File: src/rtl/sc_core_pkg.sv
package sc_core_pkg;

    localparam int XLEN    = 32;
    localparam int NREGS   = 32;
    localparam int REG_AW  = $clog2(NREGS);
    localparam int IMM_W   = 16;
    localparam int JTGT_W  = 26;

    localparam logic [5:0] OPC_REG  = 6'd0;
    localparam logic [5:0] OPC_JMP  = 6'd2;
    localparam logic [5:0] OPC_BEQ  = 6'd4;
    localparam logic [5:0] OPC_ORI  = 6'd13;
    localparam logic [5:0] OPC_LDW  = 6'd35;
    localparam logic [5:0] OPC_STW  = 6'd43;

    localparam logic [5:0] FN_ADD = 6'd32;
    localparam logic [5:0] FN_SUB = 6'd34;
    localparam logic [5:0] FN_AND = 6'd36;
    localparam logic [5:0] FN_OR  = 6'd37;
    localparam logic [5:0] FN_SLT = 6'd42;

    typedef enum logic [2:0] {
        ALU_ADD,
        ALU_SUB,
        ALU_AND,
        ALU_OR,
        ALU_SLT
    } alu_fn_e;

    typedef struct packed {
        logic    reg_write;
        logic    dst_is_rd;
        logic    b_is_imm;
        logic    imm_zext;
        logic    wb_from_mem;
        logic    mem_write;
        logic    branch;
        logic    jump;
        alu_fn_e alu_fn;
    } ctrl_t;

    typedef struct packed {
        logic [XLEN-1:0] pc;
    } core_state_t;

endpackage

File: src/rtl/sc_decode.sv
module sc_decode
    import sc_core_pkg::*;
(
    input  logic [5:0] opcode,
    input  logic [5:0] funct,
    output ctrl_t      ctrl
);

    always_comb begin
        ctrl = '{reg_write: 1'b0, dst_is_rd: 1'b0, b_is_imm: 1'b0,
                 imm_zext: 1'b0, wb_from_mem: 1'b0, mem_write: 1'b0,
                 branch: 1'b0, jump: 1'b0, alu_fn: ALU_ADD};
        case (opcode)
            OPC_REG: begin
                ctrl.dst_is_rd = 1'b1;
                case (funct)
                    FN_ADD: begin ctrl.reg_write = 1'b1; ctrl.alu_fn = ALU_ADD; end
                    FN_SUB: begin ctrl.reg_write = 1'b1; ctrl.alu_fn = ALU_SUB; end
                    FN_AND: begin ctrl.reg_write = 1'b1; ctrl.alu_fn = ALU_AND; end
                    FN_OR:  begin ctrl.reg_write = 1'b1; ctrl.alu_fn = ALU_OR;  end
                    FN_SLT: begin ctrl.reg_write = 1'b1; ctrl.alu_fn = ALU_SLT; end
                    default: ctrl.reg_write = 1'b0;
                endcase
            end
            OPC_ORI: begin
                ctrl.reg_write = 1'b1;
                ctrl.b_is_imm  = 1'b1;
                ctrl.imm_zext  = 1'b1;
                ctrl.alu_fn    = ALU_OR;
            end
            OPC_LDW: begin
                ctrl.reg_write   = 1'b1;
                ctrl.b_is_imm    = 1'b1;
                ctrl.wb_from_mem = 1'b1;
            end
            OPC_STW: begin
                ctrl.b_is_imm  = 1'b1;
                ctrl.mem_write = 1'b1;
            end
            OPC_BEQ: begin
                ctrl.branch = 1'b1;
                ctrl.alu_fn = ALU_SUB;
            end
            OPC_JMP: ctrl.jump = 1'b1;
            default: ctrl.reg_write = 1'b0;
        endcase
    end

endmodule

File: src/rtl/sc_alu.sv
module sc_alu
    import sc_core_pkg::*;
#(
    parameter int W = XLEN
) (
    input  logic [W-1:0] a,
    input  logic [W-1:0] b,
    input  alu_fn_e      fn,
    output logic [W-1:0] y,
    output logic         zero
);

    logic [W-1:0] diff;

    always_comb begin
        diff = a + ~b + {{(W-1){1'b0}}, 1'b1};
        case (fn)
            ALU_ADD: y = a + b;
            ALU_SUB: y = diff;
            ALU_AND: y = a & b;
            ALU_OR:  y = a | b;
            ALU_SLT: y = {{(W-1){1'b0}}, ($signed(a) < $signed(b))};
            default: y = '0;
        endcase
        zero = (diff == '0);
    end

endmodule

File: src/rtl/sc_regfile.sv
module sc_regfile #(
    parameter int N  = 32,
    parameter int W  = 32,
    localparam int AW = $clog2(N)
) (
    input  logic          clk,
    input  logic          rst,
    input  logic [AW-1:0] ra_a,
    input  logic [AW-1:0] ra_b,
    output logic [W-1:0]  rd_a,
    output logic [W-1:0]  rd_b,
    input  logic          we,
    input  logic [AW-1:0] wa,
    input  logic [W-1:0]  wd
);

    logic [N-1:0][W-1:0] regs_d, regs_q;

    always_comb begin
        regs_d = regs_q;
        if (we && (wa != '0)) begin
            regs_d[wa] = wd;
        end
        rd_a = (ra_a == '0) ? '0 : regs_q[ra_a];
        rd_b = (ra_b == '0) ? '0 : regs_q[ra_b];
    end

    always_ff @(posedge clk) begin
        if (rst) begin
            regs_q <= '0;
        end else begin
            regs_q <= regs_d;
        end
    end

endmodule

File: src/rtl/sc_core.sv
module sc_core
    import sc_core_pkg::*;
(
    input  logic            clk,
    input  logic            rst,
    output logic [XLEN-1:0] imem_addr,
    input  logic [XLEN-1:0] imem_data,
    output logic [XLEN-1:0] dmem_addr,
    output logic [XLEN-1:0] dmem_wdata,
    output logic            dmem_we,
    input  logic [XLEN-1:0] dmem_rdata
);

    core_state_t state_d, state_q;

    logic [5:0]        f_op, f_fn;
    logic [REG_AW-1:0] f_rs, f_rt, f_rd;
    logic [IMM_W-1:0]  f_imm;
    logic [JTGT_W-1:0] f_jt;

    ctrl_t             ctrl;
    logic [XLEN-1:0]   src_a, src_b, alu_b, alu_y, imm_ext, imm_sext, wb_val;
    logic              alu_zero;
    logic [REG_AW-1:0] wr_sel;
    logic [XLEN-1:0]   pc_plus4, br_target, jmp_target;

    assign f_op  = imem_data[31:26];
    assign f_rs  = imem_data[25:21];
    assign f_rt  = imem_data[20:16];
    assign f_rd  = imem_data[15:11];
    assign f_fn  = imem_data[5:0];
    assign f_imm = imem_data[15:0];
    assign f_jt  = imem_data[25:0];

    sc_decode u_decode (
        .opcode (f_op),
        .funct  (f_fn),
        .ctrl   (ctrl)
    );

    sc_regfile #(
        .N (NREGS),
        .W (XLEN)
    ) u_regs (
        .clk  (clk),
        .rst  (rst),
        .ra_a (f_rs),
        .ra_b (f_rt),
        .rd_a (src_a),
        .rd_b (src_b),
        .we   (ctrl.reg_write),
        .wa   (wr_sel),
        .wd   (wb_val)
    );

    sc_alu #(
        .W (XLEN)
    ) u_alu (
        .a    (src_a),
        .b    (alu_b),
        .fn   (ctrl.alu_fn),
        .y    (alu_y),
        .zero (alu_zero)
    );

    always_comb begin
        imm_sext = {{(XLEN-IMM_W){f_imm[IMM_W-1]}}, f_imm};
        imm_ext  = ctrl.imm_zext ? {{(XLEN-IMM_W){1'b0}}, f_imm} : imm_sext;
        alu_b    = ctrl.b_is_imm ? imm_ext : src_b;
        wr_sel   = ctrl.dst_is_rd ? f_rd : f_rt;
        wb_val   = ctrl.wb_from_mem ? dmem_rdata : alu_y;
    end

    assign dmem_addr  = alu_y;
    assign dmem_wdata = src_b;
    assign dmem_we    = ctrl.mem_write;
    assign imem_addr  = state_q.pc;

    always_comb begin
        pc_plus4   = state_q.pc + XLEN'(4);
        br_target  = pc_plus4 + {imm_sext[XLEN-3:0], 2'b00};
        jmp_target = {pc_plus4[XLEN-1:XLEN-4], f_jt, 2'b00};
        state_d    = state_q;
        if (ctrl.jump) begin
            state_d.pc = jmp_target;
        end else if (ctrl.branch && alu_zero) begin
            state_d.pc = br_target;
        end else begin
            state_d.pc = pc_plus4;
        end
    end

    always_ff @(posedge clk) begin
        if (rst) begin
            state_q <= '0;
        end else begin
            state_q <= state_d;
        end
    end

endmodule

File: config.mk
export PLATFORM = sky130hd
export DESIGN_NAME = sc_core
export DESIGN_NICKNAME = d
export VERILOG_FILES = /design/src/rtl/sc_core_pkg.sv /design/src/rtl/sc_decode.sv /design/src/rtl/sc_alu.sv /design/src/rtl/sc_regfile.sv /design/src/rtl/sc_core.sv
export SDC_FILE = /design/constraint.sdc
export NUM_CORES = 2
export LEC_CHECK = 0
export BUFFER_PORTS_ARGS = -buffer_cell sky130_fd_sc_hd__buf_2
export CAP_MARGIN = 40
export CORE_UTILIZATION = 58
export DETAILED_ROUTE_END_ITERATION = 7
export PLACE_DENSITY = 0.75
export SETUP_SLACK_MARGIN = 0.02
export SLEW_MARGIN = 40
export SYNTH_ARGS = -nofsm -noshare
export SYNTH_HDL_FRONTEND = slang
export SYNTH_SLANG_ARGS = --single-unit
File: constraint.sdc
create_clock -name clk -period 20.8 [get_ports clk]
set_input_delay 4.16 -clock clk [delete_from_list [all_inputs] [get_ports clk]]
set_output_delay 4.16 -clock clk [all_outputs]
set_load 0.01 [all_outputs]
==> PnR_summary.wiki <==
{| class="wikitable"
! Metric !! Value
|-
| Placed Cells incl. Taps || 7591
|-
| Total negative slack for setup checks || 0 ns
|-
| Worst vdd rail ir drop || 0.0000604 V
|-
| Filler cells || 8249
|-
| Fmax achieved || 63.9 MHz
|-
| Antenna violations before repair || 5
|-
| Register bit count reported by yosys || 1054
|-
| Fraction of final layout cells with drive strength greater than 1 || 19.5%
|-
| Number of detailed-route iterations in the first pass || 8
|-
| Count of instances resized after the clock tree is built || 0
|-
| Lkg Pwr || 22.8 nW
|-
| WP data arrival || 11.50 ns
|-
| Count of different cell masters after synthesis || 86
|-
| Outcome || completed
|-
| Inserted Clock Buffers || 109
|-
| Crit end category || output port
|-
| Buffer cell driving the clock tree root || clkbuf_16
|-
| Fin. max-slew vios || 0
|-
| Remaining design rule violation count || 0
|-
| Top_reg_cell synth || dfxtp_1
|-
| Maximum number of pins on one net before global-route repair || 208
|-
| Setup repair after global routing missed its margin || false
|-
| Actual slew at the worst max-slew pin || 0.971 ns
|-
| Max-cap violations || 0
|-
| Top fanout value on the critical path || 84
|-
| Period utilization || 75.3%
|-
| I/O pin cnt || 163
|-
| Most numerous cell in the Yosys netlist || nand2_1
|-
| Power per standard cell area || 67.2 mW/mm^2
|-
| Worst hold slack || 0.464 ns
|-
| Clock transition time at the flip-flop clock pins of the worst setup and hold paths || 0.06 ns
|-
| Min-Delay Path Class || flip-flop to flip-flop
|-
| Total of endpoints with negative setup slack in the final report || 0
|-
| Via count of the routed design || 55394
|-
| Routed via count divided by cell count || 7.10
|-
| Post-DR wirelength/cell || 28.2 um
|-
| Library cell occupying the most area in the post-synthesis netlist || dfxtp_1
|-
| Top post-synthesis cells by area || dfxtp_1, mux4_2, nand2_1, a21oi_1, nand3_1
|-
| Synthesized instance count || 6585
|-
| Via count of the first global-routing pass || 51728
|-
| Max_slew headroom || 35.3%
|-
| Area of the die || 0.105 sq mm
|-
| DIE HEIGHT || 325 um
|-
| Number of nets in the layout || 6534
|-
| Sequential fraction of the synthesis area || 35.0%
|-
| Area of all sequential standard cells || 0.0211 sq mm
|-
| Startpoint kind of the worst setup timing path || input pin
|-
| Post-Syn Area || 0.0603 sq mm
|-
| Number of nets with antenna violations after detailed routing || 0
|-
| Total area of multi-input combinational cells || 0.0364 sq mm
|-
| Count of clock tree sinks || 1054
|-
| Quantity of hold-fixing buffers added after cts || 0
|-
| Routed wire length || 220000 um
|-
| Number of non-filler instances in the completed layout || 7799
|-
| Clock skew after layout || 0.0374 ns
|-
| CTS tree || done
|-
| Initial core utilization || 58.9%
|-
| Routability-driven placement congestion ratio || 0.987
|-
| Detailed Route Iter0 Violations || 8871
|-
| Max Root-Sink Buffers || 3
|-
| Async S/R FF share, synth || 0%
|-
| Avg Cell Area, Syn || 9.16 sq um
|-
| DPL Wire Length || 136000 um
|-
| Insertion delay to the later sink of the worst-skew pair || 0.73 ns
|-
| Global-route wire length before repair || 325000 um
|-
| DIE WIDTH || 325 um
|-
| Number of rows created at floorplan || 117
|-
| Final hold vios || 0
|-
| Grt ovf || 0
|-
| Data required time at the worst endpoint || 16.64 ns
|-
| Core Util, Final || 64.2%
|-
| Core region area || 0.102 sq mm
|-
| Layout Area Growth over Synthesis || 9.01%
|-
| Number of synthesized flops with an enable pin || 0
|-
| Quantity of I/O buffers inserted on ports || 160
|-
| Category of the most critical setup path || input pin to output port
|-
| Number of buffers added for setup after CTS || 0
|-
| Global-route usage over all layers || 40.5%
|-
| Synth top area share || 35.0%
|-
| Cell types with the highest counts after synthesis || nand2_1, dfxtp_1, a21oi_1
|-
| Final critical-path required period || 15.66 ns
|-
| H-Tree Level Count || 3
|-
| Number of synthesis warnings || 0
|}
## worst max-delay path, stage by stage
cell	delay (ns)
buf_8	0.57
buf_12	0.58
mux4_2	0.60
mux4_2	0.48
nand2_1	0.17
a21oi_1	0.17
mux2i_1	0.39
ha_1	0.52
nor4_1	0.70
o21ai_0	0.26
o311ai_0	0.24
nor2b_1	0.20
o21ai_0	0.24
a21oi_1	0.20
o21ai_0	0.09
a21oi_1	0.35
nor4b_2	0.15
buf_4	0.24
nor2_1	0.59
inv_1	0.20
buf_2	0.20
## sequential cells by signal, indices dropped and copies added, names as in the netlist
signal	count
imem_addr	30
u_regs.regs_q	1024
## per-stage QoR
step / area, sq um / power, mW / setup slack (ns)
finish: 65800 / 4.42 / 5.14
global route: 65800 / 4.52 / 4.77
CTS: 65600 / 4.41 / 5.28
detailed placement: 61800 / 2.37 / 5.29
global placement: 61600 / 2.37 / 5.26
floorplan: 60300 / 2.28 / 6.73
## worst paths after layout
path,to,from,depth (start not counted),slack [ns]
setup / recovery,dmem_addr[0],imem_data[16],21,5.14
setup reg to reg,imem_addr[2]$_SDFF_PP0_,u_regs.regs_q[998]$_SDFFE_PP0P_,17,13.91
hold reg to reg,u_regs.regs_q[975]$_SDFFE_PP0P_,u_regs.regs_q[975]$_SDFFE_PP0P_,2,0.46
hold / removal,u_regs.regs_q[975]$_SDFFE_PP0P_,u_regs.regs_q[975]$_SDFFE_PP0P_,2,0.46
## layout make-up
cell class | instances | share of cell area, %
multi-input combinational | 4751 | 55.4
sequential | 1054 | 32.1
clock buffer | 160 | 4.94
timing repair buffer | 310 | 3.45
tap | 1368 | 2.60
clock inverter | 41 | 0.849
inverter | 113 | 0.656
antenna | 2 | 0.00761
## per-layer routing
layer	share of wire (%)	GRT usage, %
met5	0.10	0.317
met4	5.5	19.6
met3	14	12.2
met2	44	61.5
met1	36	52.8
## power breakdown
| part | switching, mW | internal (mW) |
|---|---|---|
| sequential | 0.00165 | 2.02 |
| combinational | 0.216 | 0.101 |
| clock | 0.865 | 1.22 |
## cells in the final DEF, fill, tap and decap left out, types with 12 or more instances in the layout
cell | synthesis | layout
nand2_1 | 1069 | 1038
xor2_1 | 23 | 23
mux2i_1 | 24 | 22
and3_1 | 15 | 15
mux4_2 | 640 | 640
clkbuf_1 | 531 | 18
o311ai_0 | 23 | 23
o21a_1 | 21 | 21
clkbuf_16 | 0 | 109
a21o_1 | 46 | 46
o221ai_1 | 19 | 17
xnor2_1 | 48 | 48
buf_4 | 7 | 123
nor2_1 | 369 | 356
clkbuf_8 | 0 | 33
buf_2 | 50 | 153
nor2b_1 | 50 | 50
a31oi_1 | 39 | 36
clkinv_2 | 0 | 16
dfxtp_1 | 1054 | 1054
o21ai_1 | 25 | 26
mux2_2 | 12 | 12
nor4_1 | 21 | 20
a211oi_1 | 21 | 21
o211ai_1 | 49 | 49
nand2b_1 | 68 | 67
o21ai_0 | 533 | 531
o31ai_1 | 28 | 28
nor3_1 | 55 | 55
ha_1 | 126 | 126
nand3_1 | 550 | 548
nand2_2 | 0 | 31
inv_1 | 109 | 109
a21oi_1 | 668 | 665
## kinds of logic after synthesis
family / Yosys count / share of synthesized area, %
muxes: 677 / 24.5
xor gates and xnor gates: 71 / 1.03
DFF: 1054 / 35.0
buffers and inverters: 781 / 5.13
adders and majority gates: 129 / 2.71
AOI/OAI and AO/OA: 1582 / 14.9
other: 1 / 0.00622
and+or+nand+nor: 2290 / 16.7
Note: power is estimated with default switching activity, not from simulation.
